## config.mk

```make
export PLATFORM = sky130hd
export DESIGN_NAME = quiz_buzzer
export DESIGN_NICKNAME = d
export VERILOG_FILES = /design/src/rtl/quiz_pkg.sv /design/src/rtl/sync_rise.sv /design/src/rtl/tick_div.sv /design/src/rtl/round_fsm.sv /design/src/rtl/score_bank.sv /design/src/rtl/quiz_buzzer.sv
export SDC_FILE = /design/constraint.sdc
export NUM_CORES = 1
export LEC_CHECK = 0
export BUFFER_PORTS_ARGS = -buffer_cell sky130_fd_sc_hd__clkbuf_2
export CORE_ASPECT_RATIO = 1.25
export CORE_UTILIZATION = 25
export DETAILED_ROUTE_END_ITERATION = 16
export GPL_TIMING_DRIVEN = 0
export PLACE_DENSITY_LB_ADDON = 0.08
export SKIP_CTS_REPAIR_TIMING = 1
export SLEW_MARGIN = 5
export SYNTH_ARGS = -nofsm -noshare
export SYNTH_HDL_FRONTEND = slang
export SYNTH_SLANG_ARGS = --single-unit
export TNS_END_PERCENT = 5
```

## constraint.sdc

```tcl
create_clock -name clk -period 3.5 [get_ports clk]
set_input_delay 0.7 -clock clk [delete_from_list [all_inputs] [get_ports clk]]
set_output_delay 0.7 -clock clk [all_outputs]
set_load 0.01 [all_outputs]
```

## src/rtl/quiz_pkg.sv

```systemverilog
package quiz_pkg;
  localparam int NPLAYER = 4;
  localparam int PIDX_W  = 2;

  typedef enum logic [1:0] {
    RND_IDLE,
    RND_RUN,
    RND_WON,
    RND_LOCK
  } rnd_state_t;

  localparam logic [6:0] SEG_BLANK = 7'h00;
  localparam logic [6:0] SEG_DASH  = 7'h40;

  // bit0 = segment a .. bit6 = segment g
  function automatic logic [6:0] seg_of_player(input logic [PIDX_W-1:0] idx);
    logic [6:0] s;
    case (idx)
      2'd0:    s = 7'h06;
      2'd1:    s = 7'h5B;
      2'd2:    s = 7'h4F;
      default: s = 7'h66;
    endcase
    return s;
  endfunction
endpackage

```

## src/rtl/sync_rise.sv

```systemverilog
module sync_rise #(
  parameter int W = 8
) (
  input  logic         clk,
  input  logic         rst_n,
  input  logic [W-1:0] din,
  output logic [W-1:0] level,
  output logic [W-1:0] rise
);
  logic [W-1:0] meta, stable, prev;

  always_ff @(posedge clk or negedge rst_n) begin
    if (!rst_n) begin
      meta   <= '0;
      stable <= '0;
      prev   <= '0;
    end else begin
      meta   <= din;
      stable <= meta;
      prev   <= stable;
    end
  end

  assign level = stable;
  assign rise  = stable & ~prev;
endmodule

```

## src/rtl/tick_div.sv

```systemverilog
module tick_div #(
  parameter int DIV = 125_000_000
) (
  input  logic clk,
  input  logic rst_n,
  input  logic run,
  output logic tick
);
  localparam int CW = (DIV > 2) ? $clog2(DIV) : 1;
  localparam logic [CW-1:0] LAST = CW'(DIV - 1);

  logic [CW-1:0] cnt;

  always_ff @(posedge clk or negedge rst_n) begin
    if (!rst_n)          cnt <= '0;
    else if (!run)       cnt <= '0;
    else if (cnt == LAST) cnt <= '0;
    else                 cnt <= cnt + 1'b1;
  end

  assign tick = run && (cnt == LAST);
endmodule

```

## src/rtl/round_fsm.sv

```systemverilog
module round_fsm
  import quiz_pkg::*;
#(
  parameter int SECS = 30,
  parameter int TW   = 5
) (
  input  logic                clk,
  input  logic                rst_n,
  input  logic                clr,
  input  logic                arm,
  input  logic [NPLAYER-1:0]  press,
  input  logic                tick,
  output rnd_state_t          state,
  output logic [PIDX_W-1:0]   win_idx,
  output logic [TW-1:0]       secs
);
  logic [PIDX_W-1:0] first_idx;

  always_comb begin
    first_idx = '0;
    for (int i = NPLAYER - 1; i >= 0; i--)
      if (press[i]) first_idx = PIDX_W'(i);
  end

  always_ff @(posedge clk or negedge rst_n) begin
    if (!rst_n) begin
      state   <= RND_IDLE;
      win_idx <= '0;
      secs    <= '0;
    end else if (clr) begin
      state   <= RND_IDLE;
      win_idx <= '0;
      secs    <= '0;
    end else begin
      case (state)
        RND_IDLE: if (arm) begin
          state <= RND_RUN;
          secs  <= TW'(SECS);
        end
        RND_RUN: begin
          if (!arm) begin
            state <= RND_IDLE;
            secs  <= '0;
          end else if (|press) begin
            state   <= RND_WON;
            win_idx <= first_idx;
          end else if (tick) begin
            secs <= secs - 1'b1;
            if (secs == TW'(1)) state <= RND_LOCK;
          end
        end
        default: ;
      endcase
    end
  end
endmodule

```

## src/rtl/score_bank.sv

```systemverilog
module score_bank
  import quiz_pkg::*;
#(
  parameter int SMAX = 99,
  parameter int SW   = 7
) (
  input  logic                 clk,
  input  logic                 rst_n,
  input  logic                 en,
  input  logic [PIDX_W-1:0]    idx,
  input  logic                 inc,
  input  logic                 dec,
  output logic [NPLAYER*SW-1:0] totals
);
  localparam logic [SW-1:0] TOP = SW'(SMAX);

  for (genvar p = 0; p < NPLAYER; p++) begin : g_player
    logic [SW-1:0] val;
    always_ff @(posedge clk or negedge rst_n) begin
      if (!rst_n) val <= '0;
      else if (en && idx == PIDX_W'(p) && (inc ^ dec)) begin
        if (inc && val != TOP)        val <= val + 1'b1;
        else if (dec && val != '0)    val <= val - 1'b1;
      end
    end
    assign totals[p*SW +: SW] = val;
  end
endmodule

```

## src/rtl/quiz_buzzer.sv

```systemverilog
module quiz_buzzer
  import quiz_pkg::*;
#(
  parameter int TICK_DIV = 125_000_000,
  parameter int SECS     = 30,
  parameter int SMAX     = 99,
  parameter int SW       = 7,
  parameter int TW       = 5
) (
  input  logic                  clk,
  input  logic                  rst_n,
  input  logic                  host_arm,
  input  logic                  host_clr,
  input  logic                  host_add,
  input  logic                  host_sub,
  input  logic [3:0]            player_btn,
  output logic [3:0]            player_led,
  output logic [6:0]            seg,
  output logic [TW-1:0]         secs_left,
  output logic [NPLAYER*SW-1:0] totals
);
  localparam int NIN = NPLAYER + 4;

  logic [NIN-1:0] lvl, rise;
  logic           tick, clr_rise;
  rnd_state_t     state;
  logic [PIDX_W-1:0] win_idx;

  sync_rise #(.W(NIN)) u_sync (
    .clk   (clk),
    .rst_n (rst_n),
    .din   ({host_arm, host_sub, host_add, host_clr, player_btn}),
    .level (lvl),
    .rise  (rise)
  );

  assign clr_rise = rise[NPLAYER];

  tick_div #(.DIV(TICK_DIV)) u_div (
    .clk   (clk),
    .rst_n (rst_n),
    .run   (state == RND_RUN),
    .tick  (tick)
  );

  round_fsm #(.SECS(SECS), .TW(TW)) u_fsm (
    .clk     (clk),
    .rst_n   (rst_n),
    .clr     (clr_rise),
    .arm     (lvl[NPLAYER+3]),
    .press   (rise[NPLAYER-1:0]),
    .tick    (tick),
    .state   (state),
    .win_idx (win_idx),
    .secs    (secs_left)
  );

  score_bank #(.SMAX(SMAX), .SW(SW)) u_score (
    .clk    (clk),
    .rst_n  (rst_n),
    .en     (state == RND_WON),
    .idx    (win_idx),
    .inc    (rise[NPLAYER+1]),
    .dec    (rise[NPLAYER+2]),
    .totals (totals)
  );

  always_comb begin
    player_led = '0;
    seg        = SEG_BLANK;
    if (state == RND_WON) begin
      player_led[win_idx] = 1'b1;
      seg                 = seg_of_player(win_idx);
    end else if (state == RND_LOCK) begin
      seg = SEG_DASH;
    end
  end
endmodule

```

Yosys cells after proc, flatten, opt, wreduce, memory -nomap -nowiden
Cells that the tools add are included.
{"block": "op_classes", "add_sub_neg": 10, "mul": 0, "n_div": 0, "n_lt_le_gt_ge": 2, "eq_ne": 17, "n_shift": 0, "n_mux": 37, "bitwise_logic": 3, "reduce_logical": 40}
{"operator": "7-bit two-way mux", "n": 10}
{"operator": "27-bit two-way mux", "n": 2}
{"operator": "7-bit by 1-bit adder with 7-bit output (second input constant)", "n": 4}
{"operator": "2-bit two-way mux", "n": 14}
{"operator": "7-bit != test (second input constant)", "n": 4}
{"operator": "7-bit nonzero test", "n": 4}
{"operator": "7-bit by 1-bit subtractor with 7-bit output (second input constant)", "n": 4}
{"operator": "27-bit by 1-bit adder with 27-bit output (second input constant)", "n": 1}
{"operator": "27-bit equality test (second input constant)", "n": 1}
{"operator": "5-bit two-way mux", "n": 5}
{"operator": "7-bit one-hot mux with 3 select lines", "n": 1}
{"operator": "1-bit logical AND", "n": 18}
{"operator": "2-bit nonzero test", "n": 7}
{"operator": "5-bit one-hot mux with 2 select lines", "n": 1}
{"operator": "2-bit equality test (second input constant)", "n": 4}
{"operator": "4-bit != test (second input constant)", "n": 2}
{"operator": "2-bit AND reduction", "n": 4}
{"operator": "4-bit AND reduction", "n": 2}
{"operator": "7-bit bitwise AND", "n": 1}
{"operator": "7-bit inverter", "n": 1}
{"operator": "5-bit by 1-bit equality test with 1-bit output (second input constant)", "n": 1}
{"operator": "5-bit by 3-bit != test with 1-bit output (second input constant)", "n": 1}
{"operator": "5-bit by 4-bit != test with 1-bit output (second input constant)", "n": 1}
{"operator": "5-bit by 1-bit subtractor with 5-bit output (second input constant)", "n": 1}
{"operator": "13 further kinds", "n": 15}
{"block": "word_totals", "reg_bits": 87, "latchBits": 0, "mem_bits_rw": 0, "romBits": 0, "inputBits": 10, "out_inout_bits": 44, "mem_count": 0}

Longest topological paths before layout
{"block": "logic_depth", "word_depth": 10, "depth_mapped": 10, "mapped_depth_nobuf": 10}

Hierarchy
Synthesis repeated with hierarchy kept, for this count alone.
{"block": "unflattened", "cells_unflattened": 479, "area_unflattened_um2": 5006.1}
{"module": "score_bank", "n_inst": 1, "cells_per_inst": 209, "area_per_inst_um2": 2107.0}
{"module": "tick_div", "n_inst": 1, "cells_per_inst": 147, "area_per_inst_um2": 1411.4}
{"module": "sync_rise", "n_inst": 1, "cells_per_inst": 32, "area_per_inst_um2": 710.7}
{"module": "round_fsm", "n_inst": 1, "cells_per_inst": 70, "area_per_inst_um2": 605.6}
{"module": "quiz_buzzer", "n_inst": 1, "cells_per_inst": 21, "area_per_inst_um2": 171.4}

Least setup slack after synthesis
Ideal clock, no wire load.
{"block": "synth_path", "path_kind": "reg2reg", "startpoint": "reg u_score.g_player[0].val[0]", "endpoint": "reg u_score.g_player[0].val[6]", "setup_time_ns": 0.126, "arrival_ns": 2.715, "required_ns": 3.374, "setup_slack_ns": 0.659, "stages_incl_launch_ff": 9, "path_cell_list": "dfrtp_1 -> nand4_1 -> o41ai_1 -> ha_1 -> a211oi_1 -> o21a_1 -> o21a_1 -> o21ai_1 -> xnor2_1"}
{"block": "synth_via", "elab_chain_cells": 4, "elab_cells_between_ends": 10}
{"element": "from (decl)", "line_no": "score_bank.sv:18", "source": "logic [SW-1:0] val;"}
{"element": "from (signal assigned)", "line_no": "score_bank.sv:22", "source": "if (inc && val != TOP) val <= val + 1'b1;"}
{"element": "from (signal assigned)", "line_no": "score_bank.sv:23", "source": "else if (dec && val != '0) val <= val - 1'b1;"}
{"element": "branches (longest 4 deep; another with 7-bit by 1-bit subtractor with 7-bit output)"}
Parallel ways; which one is timed is not known. The select of a mux whose other input is x is not followed.
A chain may end at the register's enable or synchronous reset.

Worst setup path in the final report
{"block": "layout_path", "startpoint": "reg u_score.g_player[3].val[6]", "endpoint": "reg u_score.g_player[3].val[6]"}
{"block": "layout_via", "elab_chain_cells": 4, "elab_cells_between_ends": 10}
{"element": "from (decl)", "line_no": "score_bank.sv:18"}
{"element": "from (signal assigned)", "line_no": "score_bank.sv:22"}
{"element": "from (signal assigned)", "line_no": "score_bank.sv:23"}
{"element": "branches (longest 4 deep; another with 7-bit by 1-bit subtractor with 7-bit output)"}
Parallel ways; which one is timed is not known. The select of a mux whose other input is x is not followed.

==> qor.txt <==
status = finished, final reports clean
arrival time at the worst endpoint = 3.10 ns
instance count of the mapped netlist = 484
Fmax achieved = 348 MHz
clock network latency to the later pin of the worst-skew pair = 0.35 ns
DP Wirelength = 8070 um
maximum vdd ir drop = 0.000267 V
CTS max path bufs = 2
total detailed-routing wirelength = 11,200 um
number of sinks handled by clock tree synthesis = 87
part of the Yosys area used for sequential elements = 0.442
share of total power consumed by net switching = 0.357
TritonCTS clock tree = done
RSZ-0062 raised after global routing = no
via count of the first global-routing pass = 3,727
global route total overflow = 0
largest area contributor in the netlist = sky130_fd_sc_hd__dfrtp_1
post-synth cell types = 59
post-synth design cell area = 0.00492 mm^2
proportion of power drawn by the clock network = 0.279
minimum clock period = 2.87 ns
category of the worst setup path capture point = flip-flop
final critical-path setup slack = 0.630 ns
ratio of total power to cell area = 571 mW/mm^2
CTS clk-pin slew, worst paths = 0.07 ns
Slew @ Worst Pin = 0.883 ns
number of hold-slack violations in the final timing report = 0
sum of negative setup slack = 0 ns
Worst Setup Path Type = flip-flop to flip-flop
number of primary I/O pins = 54
nature of the critical path startpoint = flip-flop
combinational power share = 0.323
sequential cell fraction of total power = 0.399
die outline area = 0.0203 mm^2
Layout Area Growth over Synthesis = 18.1%
setup-violating endpoint count in the final report = 0
Final Total Pwr = 3.32 mW
max-cap viol count = 0
Hold WS = 0.349 ns
biggest area contributors in the synthesized netlist = sky130_fd_sc_hd__dfrtp_1 44%, sky130_fd_sc_hd__ha_1 8.4%, sky130_fd_sc_hd__xnor2_1 6.0%, sky130_fd_sc_hd__nor2_1 3.8%, sky130_fd_sc_hd__mux2_2 3.0%
Root Driver = sky130_fd_sc_hd__clkbuf_16
number of flops mapped to enable cells by yosys = 0
synthesized flop and latch total = 87
post-route ant nets = 0
share of the synthesized area in the top cell type = 0.442
count of inserted antenna diode cells = 0
share of the clock period used by the worst path after layout = 0.820
proportion of layout cells with a drive suffix above 1 = 0.203
fin nets = 595
count of input and output buffers = 53
First-pass DRT Iterations = 4
net switching power = 1.18 mW
count of routing violations after the opening detailed-route iteration = 96
mean post-synth cell area = 10.2 um^2
worst slack, placed = 0.613 ns
largest net degree at the start of global routing = 88
worst min-delay path category = flip-flop to flip-flop
wire length of the first global-routing pass = 19,100 um
share of synthesized flip-flops with an asynchronous set or reset = 1.00
internal power component = 2.14 mW
static power due to leakage = 2.56 nW
routed wirelength normalized by instance count = 13.8 um
setup slack, reg-to-reg = 0.63 ns
Yosys warning count = 0
total number of vias = 3,620
final setup skew = 0.00993 ns
horizontal die dimension = 128 um
DRC errors left = 0
CP Data Required Time = 3.73 ns
number of levels in the clock H-tree = 3
final weighted congestion of routability-driven global placement = 0.763
most instantiated flip-flop cell in the synthesis netlist = sky130_fd_sc_hd__dfrtp_1
DR vias/cell = 4.43
worst-case headroom to the max-slew limit = 0.405
clock buffers created by TritonCTS = 9
effective utilization at floorplan = 0.254
highest net fanout along the worst path = 8
initial antenna violation count = 0
Post-Synthesis Net Count = 531
overall track demand over capacity in global routing = 0.120
Die Y = 159 um
max-slew violation count = 0
Std-Cell Core Area = 0.0194 mm^2
num rows = 57
power groups by stage:
stage                     combinational (mW)  clock [mW]  sequential, mW
after floorplan                        0.736           0            1.35
after global placement                  1.08           0            1.34
after detailed placement                1.08           0            1.35
after CTS                               1.09       0.980            1.33
after global routing                    1.22        1.02            1.36
final                                   1.07       0.925            1.32
synthesized netlist by cell type, types with 3 or more instances:
cell type	number
sky130_fd_sc_hd__ha_1	33
sky130_fd_sc_hd__xor2_1	11
sky130_fd_sc_hd__buf_2	8
sky130_fd_sc_hd__mux2i_1	5
sky130_fd_sc_hd__buf_6	3
sky130_fd_sc_hd__and4_1	3
sky130_fd_sc_hd__fa_1	4
sky130_fd_sc_hd__o21ai_0	9
sky130_fd_sc_hd__nor2_1	50
sky130_fd_sc_hd__o21a_1	7
sky130_fd_sc_hd__o31ai_1	4
sky130_fd_sc_hd__and3_2	3
sky130_fd_sc_hd__dfrtp_1	87
sky130_fd_sc_hd__o22ai_1	4
sky130_fd_sc_hd__mux2_2	13
sky130_fd_sc_hd__xnor2_1	34
sky130_fd_sc_hd__nand4_1	6
sky130_fd_sc_hd__and2_1	4
sky130_fd_sc_hd__inv_1	21
sky130_fd_sc_hd__nor4_1	11
sky130_fd_sc_hd__buf_4	4
sky130_fd_sc_hd__nand2_1	38
sky130_fd_sc_hd__a21oi_1	18
sky130_fd_sc_hd__a21boi_0	4
sky130_fd_sc_hd__nand2b_1	10
sky130_fd_sc_hd__o211ai_1	3
sky130_fd_sc_hd__nor3_1	15
sky130_fd_sc_hd__a211oi_1	4
sky130_fd_sc_hd__nor2b_1	12
sky130_fd_sc_hd__nand3_1	17
per-layer routing:
layer  global-route usage  up-vias  wire length (um)
met1                0.153     1727              5280
met3               0.0243       13               408
met4               0.0498        0               227
met5                    0        -                 0
li1                     -     1818                 -
met2                0.197       62              5320
state kept, by name (all words and copies together) (netlist names):
name,flops
u_fsm.win_idx,2
u_div.cnt,27
u_fsm.secs,5
u_fsm.state,2
u_score.g_player.val,28
u_sync.level,8
u_sync.meta,8
u_sync.prev,7
stage by stage:
| stage | instances | instance area (um^2) | util |
|---|---|---|---|
| after floorplan | 484 | 4920 | - |
| after global placement | 802 | 5520 | 0.285 |
| after detailed placement | 802 | 5540 | 0.285 |
| after CTS | 817 | 5810 | 0.300 |
| after global routing | 817 | 5810 | 0.300 |
| final | 817 | 5810 | 0.300 |
critical path, cell delays in order (launching register included):
cell and delay (ns):
sky130_fd_sc_hd__dfrtp_1 0.47, sky130_fd_sc_hd__and4_1 0.25, sky130_fd_sc_hd__a21oi_1 0.30, sky130_fd_sc_hd__inv_1 0.21
sky130_fd_sc_hd__ha_1 0.33, sky130_fd_sc_hd__nor2b_1 0.15, sky130_fd_sc_hd__o31a_1 0.26, sky130_fd_sc_hd__o22ai_1 0.28
sky130_fd_sc_hd__mux2i_1 0.12, sky130_fd_sc_hd__a2111o_1 0.38
layout by cell type, fill, tap and decap left out, types with 8 or more instances in the layout:
| cell | n |
|---|---|
| sky130_fd_sc_hd__xnor2_1 | 34 |
| sky130_fd_sc_hd__nor3_1 | 15 |
| sky130_fd_sc_hd__ha_1 | 33 |
| sky130_fd_sc_hd__clkbuf_2 | 52 |
| sky130_fd_sc_hd__dfrtp_1 | 87 |
| sky130_fd_sc_hd__mux2_2 | 13 |
| sky130_fd_sc_hd__nand2_1 | 38 |
| sky130_fd_sc_hd__clkbuf_16 | 9 |
| sky130_fd_sc_hd__nand2b_1 | 10 |
| sky130_fd_sc_hd__buf_2 | 8 |
| sky130_fd_sc_hd__xor2_1 | 11 |
| sky130_fd_sc_hd__nor2b_1 | 12 |
| sky130_fd_sc_hd__nor2_1 | 50 |
| sky130_fd_sc_hd__nand3_1 | 17 |
| sky130_fd_sc_hd__a21oi_1 | 18 |
| sky130_fd_sc_hd__inv_1 | 21 |
| sky130_fd_sc_hd__nor4_1 | 11 |
| sky130_fd_sc_hd__o21ai_0 | 9 |
cells by family (layout without fill, tap and decap cells):
| family | Yosys count | in the layout | share of synthesized area |
|---|---|---|---|
| XOR/XNOR | 45 | 45 | 0.0801 |
| multiplexers | 20 | 20 | 0.0445 |
| AO/OA/AOI/OAI | 72 | 72 | 0.100 |
| adder cells (fa/ha/maj) | 37 | 37 | 0.100 |
| flip-flops | 87 | 87 | 0.442 |
| buffers and inverters | 37 | 105 | 0.0379 |
| AND/OR/NAND/NOR | 186 | 186 | 0.195 |
final cells by class:
cell class	instances	area [um^2]
flip-flops and latches	87	2180
repair buffers	53	274
inverters	21	78.8
fillers	2081	13600
clock buffers	9	225
well taps	265	332
plain buffers	16	108
clock inverters	6	53.8
multi-input cells	360	2570
worst paths after layout:
path	end	start	cells past startpoint
max	u_score.g_player[3].val[6]	u_score.g_player[3].val[6]	9
min	u_sync.level[6]	u_sync.meta[6]	0
max reg2reg	u_score.g_player[3].val[6]	u_score.g_player[3].val[6]	9
min reg2reg	u_sync.level[6]	u_sync.meta[6]	0
max in group asynchronous	u_div.cnt[22]	rst_n	1
min in group asynchronous	u_score.g_player[2].val[2]	rst_n	1
(Power assumes the default switching activity.)
